[src/rtl/arb_pkg.sv]
package arb_pkg;
  typedef enum logic [1:0] {
    MODE_RR       = 2'd0,
    MODE_SINGLE   = 2'd1,
    MODE_PRIO     = 2'd2,
    MODE_PRIO_ALT = 2'd3
  } arb_mode_e;

  typedef enum logic [1:0] {
    ST_IDLE  = 2'd0,
    ST_GRANT = 2'd1,
    ST_BUSY  = 2'd2
  } arb_state_e;
endpackage

[src/rtl/arb_select.sv]
module arb_select
  import arb_pkg::*;
#(
  parameter int NUM_LEVELS = 4,
  localparam int IDX_W = $clog2(NUM_LEVELS)
) (
  input  logic [NUM_LEVELS-1:0] req,
  input  logic [1:0]            mode,
  input  logic [IDX_W-1:0]      last,
  output logic                  hit,
  output logic [IDX_W-1:0]      win
);
  always_comb begin
    hit = 1'b0;
    win = '0;
    case (mode)
      MODE_SINGLE: begin
        if (req[NUM_LEVELS-1]) begin
          hit = 1'b1;
          win = IDX_W'(NUM_LEVELS-1);
        end
      end
      MODE_RR: begin
        // walk farthest candidate first so the nearest one overwrites
        for (int k = NUM_LEVELS; k >= 1; k--) begin
          int unsigned idx;
          idx = (int'(last) + NUM_LEVELS - k) % NUM_LEVELS;
          if (req[idx]) begin
            hit = 1'b1;
            win = IDX_W'(idx);
          end
        end
      end
      default: begin
        for (int i = 0; i < NUM_LEVELS; i++) begin
          if (req[i]) begin
            hit = 1'b1;
            win = IDX_W'(i);
          end
        end
      end
    endcase
  end
endmodule

[src/rtl/grant_timer.sv]
module grant_timer #(
  parameter int SHORT_TICKS = 16,
  parameter int LONG_TICKS  = 256,
  localparam int CNT_W = $clog2(LONG_TICKS + 1)
) (
  input  logic clk,
  input  logic rst,
  input  logic run,
  input  logic tick,
  input  logic long_sel,
  output logic expired
);
  logic [CNT_W-1:0] cnt;
  logic [CNT_W-1:0] limit;

  assign limit   = long_sel ? CNT_W'(LONG_TICKS) : CNT_W'(SHORT_TICKS);
  assign expired = run && (cnt >= limit);

  always_ff @(posedge clk) begin
    if (rst || !run) begin
      cnt <= '0;
    end else if (tick && (cnt < limit)) begin
      cnt <= cnt + 1'b1;
    end
  end


  cnt_bound_chk: assert property (@(posedge clk) disable iff (rst)
    cnt <= CNT_W'(LONG_TICKS));
endmodule

[src/rtl/bus_arbiter_top.sv]
module bus_arbiter_top
  import arb_pkg::*;
#(
  parameter int NUM_LEVELS  = 4,
  parameter int SHORT_TICKS = 16,
  parameter int LONG_TICKS  = 256,
  localparam int IDX_W = $clog2(NUM_LEVELS)
) (
  input  logic                  clk,
  input  logic                  rst,
  input  logic                  enable,
  input  logic [1:0]            mode,
  input  logic                  window_sel,
  input  logic                  us_tick,
  input  logic                  clr_timeout,
  input  logic [NUM_LEVELS-1:0] req_n,
  input  logic                  busy_n,
  output logic [NUM_LEVELS-1:0] grant_n,
  output logic                  timeout_flag
);
  arb_state_e              state;
  logic [NUM_LEVELS-1:0]   grant_q;
  logic [IDX_W-1:0]        last_q;
  logic                    to_flag_q;
  logic [NUM_LEVELS-1:0]   req_act;
  logic                    busy;
  logic                    hit;
  logic [IDX_W-1:0]        win;
  logic                    expired;

  assign req_act = ~req_n;
  assign busy    = ~busy_n;

  arb_select #(.NUM_LEVELS(NUM_LEVELS)) u_select (
    .req  (req_act),
    .mode (mode),
    .last (last_q),
    .hit  (hit),
    .win  (win)
  );

  grant_timer #(.SHORT_TICKS(SHORT_TICKS), .LONG_TICKS(LONG_TICKS)) u_timer (
    .clk      (clk),
    .rst      (rst),
    .run      (state == ST_GRANT),
    .tick     (us_tick),
    .long_sel (window_sel),
    .expired  (expired)
  );

  always_ff @(posedge clk) begin
    if (rst) begin
      state     <= ST_IDLE;
      grant_q   <= '0;
      last_q    <= '0;
      to_flag_q <= 1'b0;
    end else begin
      if (clr_timeout) to_flag_q <= 1'b0;
      if (!enable) begin
        state   <= ST_IDLE;
        grant_q <= '0;
      end else begin
        case (state)
          ST_IDLE: begin
            if (!busy && hit) begin
              grant_q <= NUM_LEVELS'(1) << win;
              last_q  <= win;
              state   <= ST_GRANT;
            end
          end
          ST_GRANT: begin
            if (busy) begin
              grant_q <= '0;
              state   <= ST_BUSY;
            end else if (expired) begin
              grant_q   <= '0;
              to_flag_q <= 1'b1;
              state     <= ST_IDLE;
            end
          end
          ST_BUSY: begin
            if (!busy) state <= ST_IDLE;
          end
          default: state <= ST_IDLE;
        endcase
      end
    end
  end

  assign grant_n      = ~grant_q;
  assign timeout_flag = to_flag_q;


  onehot_grant_chk: assert property (@(posedge clk) disable iff (rst)
    $onehot0(~grant_n));


  disabled_quiet_chk: assert property (@(posedge clk) disable iff (rst)
    !enable |=> (&grant_n));


  busy_hold_chk: assert property (@(posedge clk) disable iff (rst)
    (!busy_n && (&grant_n)) |=> (&grant_n));


  timeout_drop_chk: assert property (@(posedge clk) disable iff (rst)
    (enable && state == ST_GRANT && busy_n && expired) |=> (timeout_flag && (&grant_n)));


  single_level_chk: assert property (@(posedge clk) disable iff (rst)
    (mode == MODE_SINGLE && (&grant_n)) |=> (&grant_n[NUM_LEVELS-2:0]));


  prio_top_chk: assert property (@(posedge clk) disable iff (rst)
    (mode[1] && !req_n[NUM_LEVELS-1] && state == ST_IDLE && busy_n && enable)
      |=> !grant_n[NUM_LEVELS-1]);
endmodule

[config.mk]
export PLATFORM = sky130hd
export DESIGN_NAME = bus_arbiter_top
export DESIGN_NICKNAME = d
export VERILOG_FILES = /design/src/rtl/arb_pkg.sv /design/src/rtl/arb_select.sv /design/src/rtl/grant_timer.sv /design/src/rtl/bus_arbiter_top.sv
export SDC_FILE = /design/constraint.sdc
export NUM_CORES = 1
export LEC_CHECK = 0
export BUFFER_PORTS_ARGS = -buffer_cell sky130_fd_sc_hd__clkbuf_2
export CORE_MARGIN = 5
export CORE_UTILIZATION = 48
export DETAILED_ROUTE_END_ITERATION = 12
export PLACE_DENSITY = 0.84
export SLEW_MARGIN = 20
export SYNTH_ARGS = -nofsm -noshare
export SYNTH_HDL_FRONTEND = slang
export SYNTH_SLANG_ARGS = --single-unit
[constraint.sdc]
create_clock -name clk -period 1.6 [get_ports clk]
set_input_delay 0.32 -clock clk [delete_from_list [all_inputs] [get_ports clk]]
set_output_delay 0.32 -clock clk [all_outputs]
set_load 0.02 [all_outputs]
# Word-level counts from Yosys, hierarchy flattened
# Index checks and enable logic that the tools add are counted.
# Widths: inputs -> output; s select.
word_totals:
  register_bits: 18
  in_bits: 13
  output_inout_bits: 5
  wordCells: 89
op_classes:
  n_addsub: 6
  order_cmp: 6
  eq_ne: 6
  shift: 1
  mux: 42
  n_bitwise: 7
  reduce_logical: 16
ops:
  columns: ["op", "count"]
  rows:
  - ["$lt 32x3->1 const B", 4]
  - ["$sub 32x3->32 const B", 2]
  - ["$sub 32x2->32 const B", 1]
  - ["$mux 2", 11]
  - ["$mux 1", 19]
  - ["$mux 4", 3]
  - ["$reduce_or 2->1", 5]
  - ["$add 9x1->9 const B", 1]
  - ["$ge 9x9->1", 1]
  - ["$lt 9x9->1", 1]
  - ["$mux 9", 1]
  - ["$reduce_and 3->1", 3]
  - ["$bmux 1 s2", 4]
  - ["$not 4->4", 2]
  - ["$pmux 4 s2", 1]
  - ["$pmux 2 s3", 1]
  - ["$sub 4x3->5 const B", 1]
  - ["$add 2x3->4 const B", 1]
  - ["$and 1x1->1", 4]
  - ["$eq 2x1->1 const B", 2]
  - ["$logic_not 2->1", 2]
  - ["$ne 2x2->1 const B", 2]
  - ["$pmux 2 s2", 1]
  - ["$shl 1x2->4 const A", 1]
  - ["other kinds (8)", 10]

# Depth between registers and ports, before layout
# Gate-level depths: netlist (run 1).
logic_depth:
  ltp_word: 14
  ltp_mapped: 7
  mapped_depth_nobuf: 7

# Modules after synthesis
# From an unflattened synthesis (run 1), not the netlist that was laid out.
unflattened:
  hier_cells: 138
  hier_area_um2: 1127.3
by_module_without_submodules:
  columns: ["mod", "n_inst", "cells_per_inst", "area_per_inst_um2", "seq_area_each_um2"]
  rows:
  - ["grant_timer", 1, 61, 531.8, 180.2]
  - ["bus_arbiter_top", 1, 51, 437.9, 180.2]
  - ["arb_select", 1, 26, 157.7, 0.0]

# Worst setup path after synthesis (run 1)
# No wires, ideal clock.
synth_timing:
  kind: "input to register"
  start: "input window_sel"
  end: "register u_timer.cnt[4]"
  setup_ns: 0.115
  arrival_time_ns: 1.631
  required_time_ns: 1.485
  setup_slack_ns: -0.146
  path_stages: 7
  n_path_buf: 0
  path_cell_list: "inv_1 > ha_1 > or4b_4 > a211oi_4 > and3_1 > xnor2_1 > nor2_1"
synth_between:
  elab_chain_cells: 3
synth_rtl:
  columns: ["element", "line", "rtl"]
  rows:
  - ["start, declared", "bus_arbiter_top.sv:13", "input logic window_sel,"]
  - ["$mux 9", "grant_timer.sv:16", "assign limit = long_sel ? CNT_W'(LONG_TICKS) : CNT_W'(SHORT_TICKS);"]
  - ["$lt 9x9->1", "grant_timer.sv:22", "end else if (tick && (cnt < limit)) begin"]
  - ["$logic_and 1x1->1", "grant_timer.sv:22", null]
  - ["end signal, assigned", "grant_timer.sv:23", "cnt <= cnt + 1'b1;"]
  - ["end, declared", "grant_timer.sv:13", "logic [CNT_W-1:0] cnt;"]
# Every way passes these cells.
# A chain may end at the register's enable or synchronous reset.

# Worst setup path in the final report (run 1)
layout_timing:
  start: "register u_timer.cnt[4]"
  end: "register u_timer.cnt[4]"
layout_between:
  elab_chain_cells: 2
  elab_cells_between_ends: 3
  classes_between: "add/sub (1); order compare (1); reduce/logical (1)"
layout_rtl:
  columns: ["element", "line"]
  rows:
  - ["$lt 9x9->1", "grant_timer.sv:22"]
  - ["$logic_and 1x1->1", "grant_timer.sv:22"]
# Parallel ways exist; a longest one is shown, timed or not.

==> results of run 1 <==
[cells in the final DEF (no fill, tap or decap), drive strengths merged, types with 2 or more instances in the layout]
| cell | Yosys | final |
|---|---|---|
| and3 | 4 | 4 |
| nor2 | 13 | 13 |
| a21oi | 3 | 3 |
| nand2 | 8 | 8 |
| nor3b | 2 | 2 |
| a22o | 2 | 2 |
| nand3 | 4 | 4 |
| dfxtp | 18 | 18 |
| xnor2 | 3 | 3 |
| nor2b | 4 | 4 |
| a211oi | 3 | 3 |
| clkbuf | 0 | 21 |
| buf | 1 | 8 |
| inv | 12 | 12 |
| o2bb2ai | 2 | 2 |
| xor2 | 6 | 6 |
| o21ai | 5 | 5 |
| nand2b | 3 | 3 |
| and2 | 2 | 2 |
| ha | 4 | 4 |
| mux2i | 3 | 3 |
[cell type report]
cell class              instances  area [sq um]  share of cell area
multi-input cells              84           661               0.513
flip-flops and latches         18           362               0.281
repair buffers                 25           145               0.113
inverters                      12          50.0              0.0389
clock buffers                   4          36.3              0.0282
well taps                      27          33.8              0.0262
[sequential cells by signal (all words and copies together), names as in the netlist]
signal and count:
grant_q 4, last_q 2, state 2, timeout_flag 1, u_timer.cnt 9
[power groups by stage]
stage	Sequential, mW	Clock, mW	Combinational, mW
detailed placement	0.474	0	0.119
global placement	0.473	0	0.113
finish	0.464	0.277	0.133
CTS	0.464	0.286	0.122
floorplan	0.471	0	0.0720
global route	0.466	0.319	0.147
[metrics by stage]
stage / instances / hold slack (ps) / power, mW / cell area (sq um) / utilization
floorplan: 115 / 389 / 0.543 / 1020 / -
global placement: 165 / 456 / 0.586 / 1180 / 0.597
detailed placement: 165 / 470 / 0.593 / 1180 / 0.597
CTS: 169 / 190 / 0.872 / 1230 / 0.623
global route: 170 / 184 / 0.932 / 1290 / 0.650
finish: 170 / 194 / 0.874 / 1290 / 0.650
[timing repair]
action | 4_1_cts | 5_1_grt
buffers inserted | 0 | 1
resized for setup | 3 | 7
pin swaps | 4 | 6
endpoints found under the setup margin | 15 | 15
[how the worst max path moves through the flow]
stage	start	to	slack, ps
global route	u_timer.cnt[4]	u_timer.cnt[4]	-300
CTS	u_timer.cnt[4]	u_timer.cnt[4]	-180
finish	u_timer.cnt[4]	u_timer.cnt[4]	-190
detailed placement	window_sel	grant_q[0]	-290
floorplan	u_timer.cnt[4]	u_timer.cnt[4]	-80
global placement	window_sel	u_timer.cnt[7]	-220
[worst max-delay path, stage by stage (launching register included)]
cell,delay [ps]
dfxtp_2,340
inv_2,60
ha_4,110
or4b_4,510
a211oi_4,290
and3_1,210
xnor2_1,110
nor2_1,50
[logic make-up after synthesis]
group                      Yosys count  synth area share
muxes                                3            0.0299
buffers and inverters               13            0.0560
xor gates and xnor gates             9            0.0785
adders and majority gates            4            0.0498
DFF                                 18             0.359
and+or+nand+nor                     47             0.257
AOI/OAI and AO/OA                   21             0.171
[routing by layer]
metal  vias up  global-route usage  wire length (um)
li1        454                   -                 -
met1       422               0.173               886
met2        26               0.282              1190
met3         2              0.0418               116
met4         0              0.0764                16
met5         -                   0                 0
==> impl_metrics.csv, run 1 <==
group,metric,value,unit
routing,post-route-drc-count,0,
global_routing,grt_max_degree,11,
power_and_ir_drop,ir_drop,0.591,mV
sta,fin_ws,-195,ps
critical_path,worst-setup-path-type,"register to register",
min_path,hold_path.class,"primary input to register",
synth,synthTopCellsByArea,"dfxtp_1 (36%), xor2_1 (5.2%), ha_1 (5.0%), nor2_1 (4.9%), inv_1 (4.5%)",
critical_path,required,1790,ps
sta,tightestPinTransition,325,ps
synth,synthTopCellsByCount,"dfxtp_1 (18), nor2_1 (13), inv_1 (12)",
sta,grt_setup_unrepaired,"yes",
global_routing,grt_pass1_wl,3930,um
clocking,root_buffer,"clkbuf_4",
power_and_ir_drop,p_int,0.656,mW
sta,slew_viol_final,0,
power_and_ir_drop,clockPowerShare,0.317,
synth,ys_async_sr_fraction,0,
synth,ys.flop_type,"dfxtp_1",
routing,drtIter0Drc,15,
min_path,whs_endpoint,"state[1]",
die,die_h,55.8,um
power_and_ir_drop,p_sw_frac,0.249,
placement,gp_congestion,0.834,
global_routing,overflow,0,
routing,viasPerCell,5.32,
run_status,status,"complete, but fails checks",
routing,drt-pass1-iter-count,6,
final_layout,diodes,0,
synth,synth_top_cell_area_share,0.359,
synth,syn_area_per_cell,8.74,sq um
min_path,min_from,"busy_n",
critical_path,cp-start-kind,"register",
final_layout,fillers,150,
global_routing,grt_pass1_vias,911,
synth,yosysSeqAreaShare,0.359,
die,initial_core_util,0.507,
clocking,ctsHoldBuffers,0,
sta,fin_tns_setup,-1750,ps
synth,yosysUniqueCellTypes,38,
synth,synth_top_area_cell,"dfxtp_1",
die,die_area,3110,sq um
sta,final.period_utilization,1.12,
synth,ys_ff_latch,18,
global_routing,antenna_found_initial,0,
routing,vias,904,
critical_path,cp_max_fo,4,
power_and_ir_drop,cellPowerDensity,679,nW/um^2
sta,max-slew-margin-rel,0.783,
synth,synth_cells,115,
power_and_ir_drop,combPwrFrac,0.152,
sta,hold_viol,0,
placement,hpwl,1740,um
final_layout,drive_above_1_share,0.329,
critical_path,cp-end-kind,"register",
min_path,min_path_cells,2,
placement,pre_cts_ws,-294,ps
sta,finalClockSkew,5.86,ps
placement,io_buffers,17,
clocking,clk_pin_slew_worst_paths,100,ps
critical_path,arrival,1980,ps
clocking,clockBufferDepth,2,
die,pin_count,18,
clocking,cts_tree,"built",
die,core_region_area,1980,sq um
critical_path,worst_r2r_endpoint,"u_timer.cnt[4]",
synth,yosysMostFrequentCell,"dfxtp_1",
final_layout,synthToLayoutAreaGrowth,28.1,%
power_and_ir_drop,p_leak,0.532,nW
clocking,clock_sinks,18,
global_routing,globalRouteTotalUtil,0.159,
job,drv_cap,0,
die,row_count,16,
synth,synth-edff-count,0,
synth,syn-num-nets,132,
critical_path,r2r_start,"u_timer.cnt[4]",
sta,min_period,1790,ps
run_status,violations,"setup timing",
critical_path,timing.reg2reg.setup_slack,-190,ps
synth,netlist_area,1000,sq um
final_layout,nets,161,
clocking,cts_buffers,3,
critical_path,r2r_cells,7,
routing,post_drt_wl_per_cell,13.0,um
clocking,h-tree-depth,1,
power_and_ir_drop,p_seq_frac,0.531,
routing,ant_nets,0,
power_and_ir_drop,p_sw,0.218,mW
sta,setup_viol,15,
sta,fmax,557,MHz
synth,synth_warnings,0,
die,die_x,55.8,um
clocking,insertion_delay,290,ps
routing,wirelength,2210,um
Power figures use the tool's default switching activity.
==> run 2: changes to the inputs <==
--- a/config.mk
+++ b/config.mk
@@ -7,9 +7,9 @@
 export LEC_CHECK = 0
 export BUFFER_PORTS_ARGS = -buffer_cell sky130_fd_sc_hd__clkbuf_2
 export CORE_MARGIN = 5
-export CORE_UTILIZATION = 48
+export CORE_UTILIZATION = 28
 export DETAILED_ROUTE_END_ITERATION = 12
-export PLACE_DENSITY = 0.84
+export PLACE_DENSITY = 0.58
 export SLEW_MARGIN = 20
 export SYNTH_ARGS = -nofsm -noshare
 export SYNTH_HDL_FRONTEND = slang
==> run 2 against run 1 <==
Sequential power is essentially flat. Sequential share of layout area increased by 0.14 points. The run still ends with setup timing left. First-iteration DRC count increased by 33%. Global-route usage down 6.0 points. Cell area shrank 0.49%. Largest power group unchanged. Core utilization fell by 27 points. Flip-flop and latch count stayed put. Cell count up 12%.
==> impl_metrics.csv, run 2 (synthesis gave the netlist of run 1 again) <==
group,metric,value,unit
placement,gp_congestion,0.832,
final_layout,regMostFlops,"u_timer.cnt",
critical_path,required,1790,ps
placement,io_buffers,17,
routing,post-route-drc-count,0,
global_routing,overflow,0,
sta,hold_viol,0,
min_path,hold_path.class,"primary input to register",
global_routing,grt_pass1_wl,3990,um
final_layout,finalInstanceArea,1280,sq um
clocking,clockBufferDepth,2,
critical_path,slowest_delay,490,ps
sta,final.period_utilization,1.10,
clocking,clk_pin_slew_worst_paths,110,ps
final_layout,synthToLayoutAreaGrowth,27.5,%
sta,setup_viol,15,
clocking,h-tree-depth,1,
run_status,violations,"setup timing",
global_routing,grt_pass1_vias,954,
placement,hpwl,1780,um
routing,wirelength,2270,um
placement,placed_cell_area,1220,sq um
die,pin_count,18,
final_layout,layout_common_cells,"dfxtp_1 (17), clkbuf_2 (17), nor2_1 (13), inv_1 (10), buf_4 (10)",
placement,dp.cells,186,
routing,drtIter0Drc,20,
critical_path,worst-setup-path-type,"register to register",
die,row_count,21,
final_layout,final_util,0.375,
final_layout,largest_reg_flops,9,
global_routing,antenna_found_initial,0,
routing,ant_nets,0,
final_layout,diodes,0,
critical_path,cp_max_fo,3,
critical_path,cp-start-kind,"register",
sta,fin_ws,-161,ps
die,initial_core_util,0.294,
routing,viasPerCell,4.72,
global_routing,grt_max_degree,11,
final_layout,reg.largest.list,"u_timer.cnt: 9 flops, grant_q: 4 flops",
routing,drt-pass1-iter-count,4,
die,core_region_area,3420,sq um
sta,finalClockSkew,2.58,ps
routing,vias,902,
clocking,cts_tree,"built",
sta,slew_viol_final,0,
global_routing,globalRouteTotalUtil,0.0991,
sta,tightestPinTransition,317,ps
critical_path,arrival,1960,ps
final_layout,drive_above_1_share,0.310,
clocking,root_buffer,"clkbuf_4",
critical_path,timing.reg2reg.setup_slack,-160,ps
power_and_ir_drop,cellPowerDensity,680,nW/um^2
sta,min_period,1760,ps
critical_path,cp-end-kind,"register",
die,die_x,69.9,um
critical_path,crit_slowest_cell,"or4b_4",
sta,fmax,568,MHz
final_layout,fillers,357,
sta,grt_setup_unrepaired,"yes",
die,die_h,69.9,um
final_layout,layout.cells.non_filler,191,
job,drv_cap,0,
power_and_ir_drop,p_leak,0.527,nW
critical_path,worstPathCellList,"inv_2 -> ha_4 -> or4b_4 -> a211oi_2 -> nand2_1 -> xor2_1 -> nor2_1",
run_status,status,"complete, but fails checks",
clocking,cts_buffers,3,
power_and_ir_drop,ir_drop,0.439,mV
clocking,clock_sinks,18,
clocking,ctsHoldBuffers,0,
clocking,insertion_delay,290,ps
sta,max-slew-margin-rel,0.788,
final_layout,nets,163,
routing,post_drt_wl_per_cell,11.9,um
die,die_area,4890,sq um
==> run 2: cell count changes in the layout (fill, tap and decap cells not counted), moves of 2 or more <==
cell,change
o21ai_2,+2
buf_4,+2
o2bb2ai_1,+2
o21ai_4,-2
o2bb2ai_2,-2
==> run 2: what timing repair did <==
action | 4_1_cts | 5_1_grt
cloned | 0 | 0
setup endpoints to repair | 15 | 15
gates resized for setup | 3 | 0
pin swaps | 1 | 4
setup buffers | 0 | 1
hold endpoints to repair | 0 | 0
==> run 2: final timing paths <==
check        cells past startpoint              to           start
min                              2        state[1]          busy_n
max                              7  u_timer.cnt[7]  u_timer.cnt[4]
max reg2reg                      7  u_timer.cnt[7]  u_timer.cnt[4]
min reg2reg                      1      grant_q[2]      grant_q[2]
==> run 2: final cells by class <==
class / instances / area, sq um / area share
flip-flops and latches: 18 / 362 / 0.282
well taps: 46 / 57.6 / 0.0449
clock buffers: 4 / 36.3 / 0.0283
repair buffers: 27 / 160 / 0.125
multi-input cells: 84 / 616 / 0.480
inverters: 12 / 50.0 / 0.0391
==> run 2: through the flow <==
step / power [mW] / hold WS [ps] / worst slack (ps) / TNS, ps
floorplan: 0.543 / 389 / -79.6 / -216
global placement: 0.590 / 471 / -230 / -3050
detailed placement: 0.595 / 472 / -287 / -3560
CTS: 0.888 / 197 / -164 / -1830
global route: 0.927 / 181 / -265 / -3080
finish: 0.872 / 207 / -161 / -1630
==> run 2: per-layer routing <==
metal | vias up | track usage | part of all wire
li1 | 458 | - | -
met5 | - | 0 | 0
met4 | 0 | 0.0383 | 0.013
met2 | 31 | 0.170 | 0.49
met3 | 4 | 0.0473 | 0.075
met1 | 409 | 0.104 | 0.42
==> run 2: worst max-delay path: cells and delay by family (launching register included) <==
kind,cells,cell delay (ps)
XOR/XNOR,1,150
AO/OA/AOI/OAI,1,320
buffers and inverters,1,60
AND/OR/NAND/NOR,3,660
adder cells (fa/ha/maj),1,110
flip-flops,1,350
==> run 2: power breakdown <==
part | switching [mW] | internal, mW | leakage, nW
combinational | 0.0650 | 0.0586 | 0.360
sequential | 0.00767 | 0.456 | 0.146
clock | 0.146 | 0.139 | 0.0210
total | 0.219 | 0.653 | 0.527
==> run 3: changes to the inputs <==
--- a/config.mk
+++ b/config.mk
@@ -8,6 +8,7 @@
 export BUFFER_PORTS_ARGS = -buffer_cell sky130_fd_sc_hd__clkbuf_2
 export CORE_MARGIN = 5
 export CORE_UTILIZATION = 28
+export CTS_BUF_LIST = sky130_fd_sc_hd__clkbuf_2
 export DETAILED_ROUTE_END_ITERATION = 12
 export PLACE_DENSITY = 0.58
 export SLEW_MARGIN = 20
==> run 3 against run 2 <==
The run still ends with setup timing left. Global-route usage decreased by 0.059 points. Critical path type unchanged. Maximum frequency fell by 0.67%. Total power fell by 9.3%. Worst setup slack worse by 12 ps. Clock skew decreased by 0.98 ps. Via count rose by 0.33%. Largest cell class unchanged. Largest power group unchanged. Clock-buffer cell count shrank 1. Combinational power barely moved. Clock power shrank 29%. Register-to-register slack about the same. Non-clock buffer count is the same.
==> impl_metrics.csv, run 3 (synthesis gave the netlist of run 1 again) <==
group,metric,value,unit
global_routing,antenna_found_initial,0,
final_layout,nets,163,
routing,wirelength,2280,um
clocking,insertion_delay,310,ps
clocking,clk_pin_slew_worst_paths,180,ps
sta,fmax,564,MHz
clocking,clockBufferDepth,2,
placement,dp.cells,186,
die,die_h,69.9,um
final_layout,reg.largest.list,"u_timer.cnt: 9 flops, grant_q: 4 flops",
final_layout,largest_reg_flops,9,
sta,finalClockSkew,1.61,ps
critical_path,required,1820,ps
sta,min_period,1770,ps
critical_path,cp-end-kind,"register",
routing,drtIter0Drc,18,
placement,hpwl,1780,um
power_and_ir_drop,p_leak,0.520,nW
final_layout,drive_above_1_share,0.303,
routing,drt-pass1-iter-count,5,
critical_path,setup.worst_path.start,"u_timer.cnt[4]",
sta,setup_viol,15,
final_layout,final_common_cell,"clkbuf_2",
routing,post_drt_wl_per_cell,11.9,um
routing,ant_nets,0,
final_layout,synthToLayoutAreaGrowth,25.8,%
critical_path,worstPathCellList,"inv_2 -> ha_4 -> or4b_4 -> a211oi_2 -> nand2_1 -> xor2_1 -> nor2_1",
critical_path,worst-setup-path-type,"register to register",
run_status,status,"complete, but fails checks",
placement,io_buffers,17,
clocking,h-tree-depth,1,
critical_path,r2r_start,"u_timer.cnt[4]",
die,die_area,4890,sq um
final_layout,layout_common_cells,"clkbuf_2 (20), dfxtp_1 (17), nor2_1 (13), inv_1 (10), buf_4 (10)",
global_routing,overflow,0,
routing,vias,905,
min_path,min_from,"busy_n",
critical_path,cp_max_fo,3,
routing,viasPerCell,4.74,
global_routing,grt_pass1_wl,3990,um
final_layout,regMostFlops,"u_timer.cnt",
routing,post-route-drc-count,0,
power_and_ir_drop,ir_drop,0.323,mV
sta,final.period_utilization,1.11,
sta,grt_setup_unrepaired,"yes",
critical_path,cp-start-kind,"register",
job,drv_cap,0,
sta,slew_viol_final,0,
min_path,hold_path.class,"primary input to register",
sta,tightestPinTransition,318,ps
global_routing,grt_pass1_vias,953,
placement,pre_cts_ws,-287,ps
sta,fin_ws,-173,ps
sta,holdWs,185,ps
global_routing,globalRouteTotalUtil,0.0985,
run_status,violations,"setup timing",
die,core_region_area,3420,sq um
die,row_count,21,
critical_path,crit_slowest_cell,"or4b_4",
final_layout,fillers,361,
die,pin_count,18,
clocking,root_buffer,"clkbuf_2",
critical_path,slowest_delay,490,ps
clocking,cts_buffers,3,
placement,gp_congestion,0.832,
final_layout,diodes,0,
sta,hold_viol,0,
critical_path,arrival,2000,ps
die,die_x,69.9,um
clocking,clock_sinks,18,
clocking,cts_tree,"built",
clocking,ctsHoldBuffers,0,
power_and_ir_drop,cellPowerDensity,626,nW/um^2
final_layout,layout.cells.non_filler,191,
die,initial_core_util,0.294,
sta,max-slew-margin-rel,0.788,
global_routing,grt_max_degree,11,
## run 3: cell types whose count changed in the layout (fill, tap and decap cells not counted), sizes merged
cell    before  now
clkbuf      21   20
clkinv       0    1
## run 3: final cells by class
cell class | instances | area, sq um | area share
clock inverters | 1 | 3.75 | 0.00297
repair buffers | 27 | 160 | 0.127
flip-flops and latches | 18 | 362 | 0.286
clock buffers | 3 | 15.0 | 0.0119
well taps | 46 | 57.6 | 0.0455
inverters | 12 | 50.0 | 0.0396
multi-input cells | 84 | 616 | 0.487
## run 3: timing repair
action                                 4_1_cts  5_1_grt
pin swaps                                    1        3
endpoints found under the hold margin        0        0
setup buffers                                0        1
gates resized for setup                      3        0
setup endpoints to repair                   15       15
## run 3: path summary, 6_finish.rpt
kind	slack [ps]	cells after the start	to
setup / recovery	-170	7	u_timer.cnt[7]
hold / removal	180	2	state[1]
setup reg to reg	-170	7	u_timer.cnt[7]
hold reg to reg	490	1	grant_q[2]
## run 3: stage by stage
step / setup TNS, ps / power [mW] / util / instance area, sq um
after CTS: -1970 / 0.803 / 0.368 / 1260
after global routing: -3270 / 0.837 / 0.370 / 1260
after detailed placement: -3560 / 0.595 / 0.358 / 1220
after floorplan: -216 / 0.543 / - / 1020
final: -1710 / 0.791 / 0.370 / 1260
after global placement: -3050 / 0.590 / 0.358 / 1220
## run 3: worst max-delay path: cells and delay by family (launching register included)
family / cells / cell delay, ps
simple gates: 3 / 660
flops: 1 / 380
compound gates: 1 / 330
xor+xnor: 1 / 150
fa+ha+maj: 1 / 110
buf+inv: 1 / 60
## run 3: where the power goes
| part | switching [mW] | internal (mW) |
|---|---|---|
| combinational | 0.0653 | 0.0587 |
| clock | 0.148 | 0.0543 |
| sequential | 0.00768 | 0.457 |
| total | 0.221 | 0.570 |
## run 3: layer usage
layer | vias to the layer above | wire (um) | global-route usage | part of all wire
met5 | - | 0 | 0 | 0
met1 | 417 | 972 | 0.104 | 0.43
met2 | 28 | 1150 | 0.174 | 0.50
met4 | 0 | 14 | 0.0362 | 0.0061
li1 | 458 | - | - | -
met3 | 2 | 148 | 0.0402 | 0.065
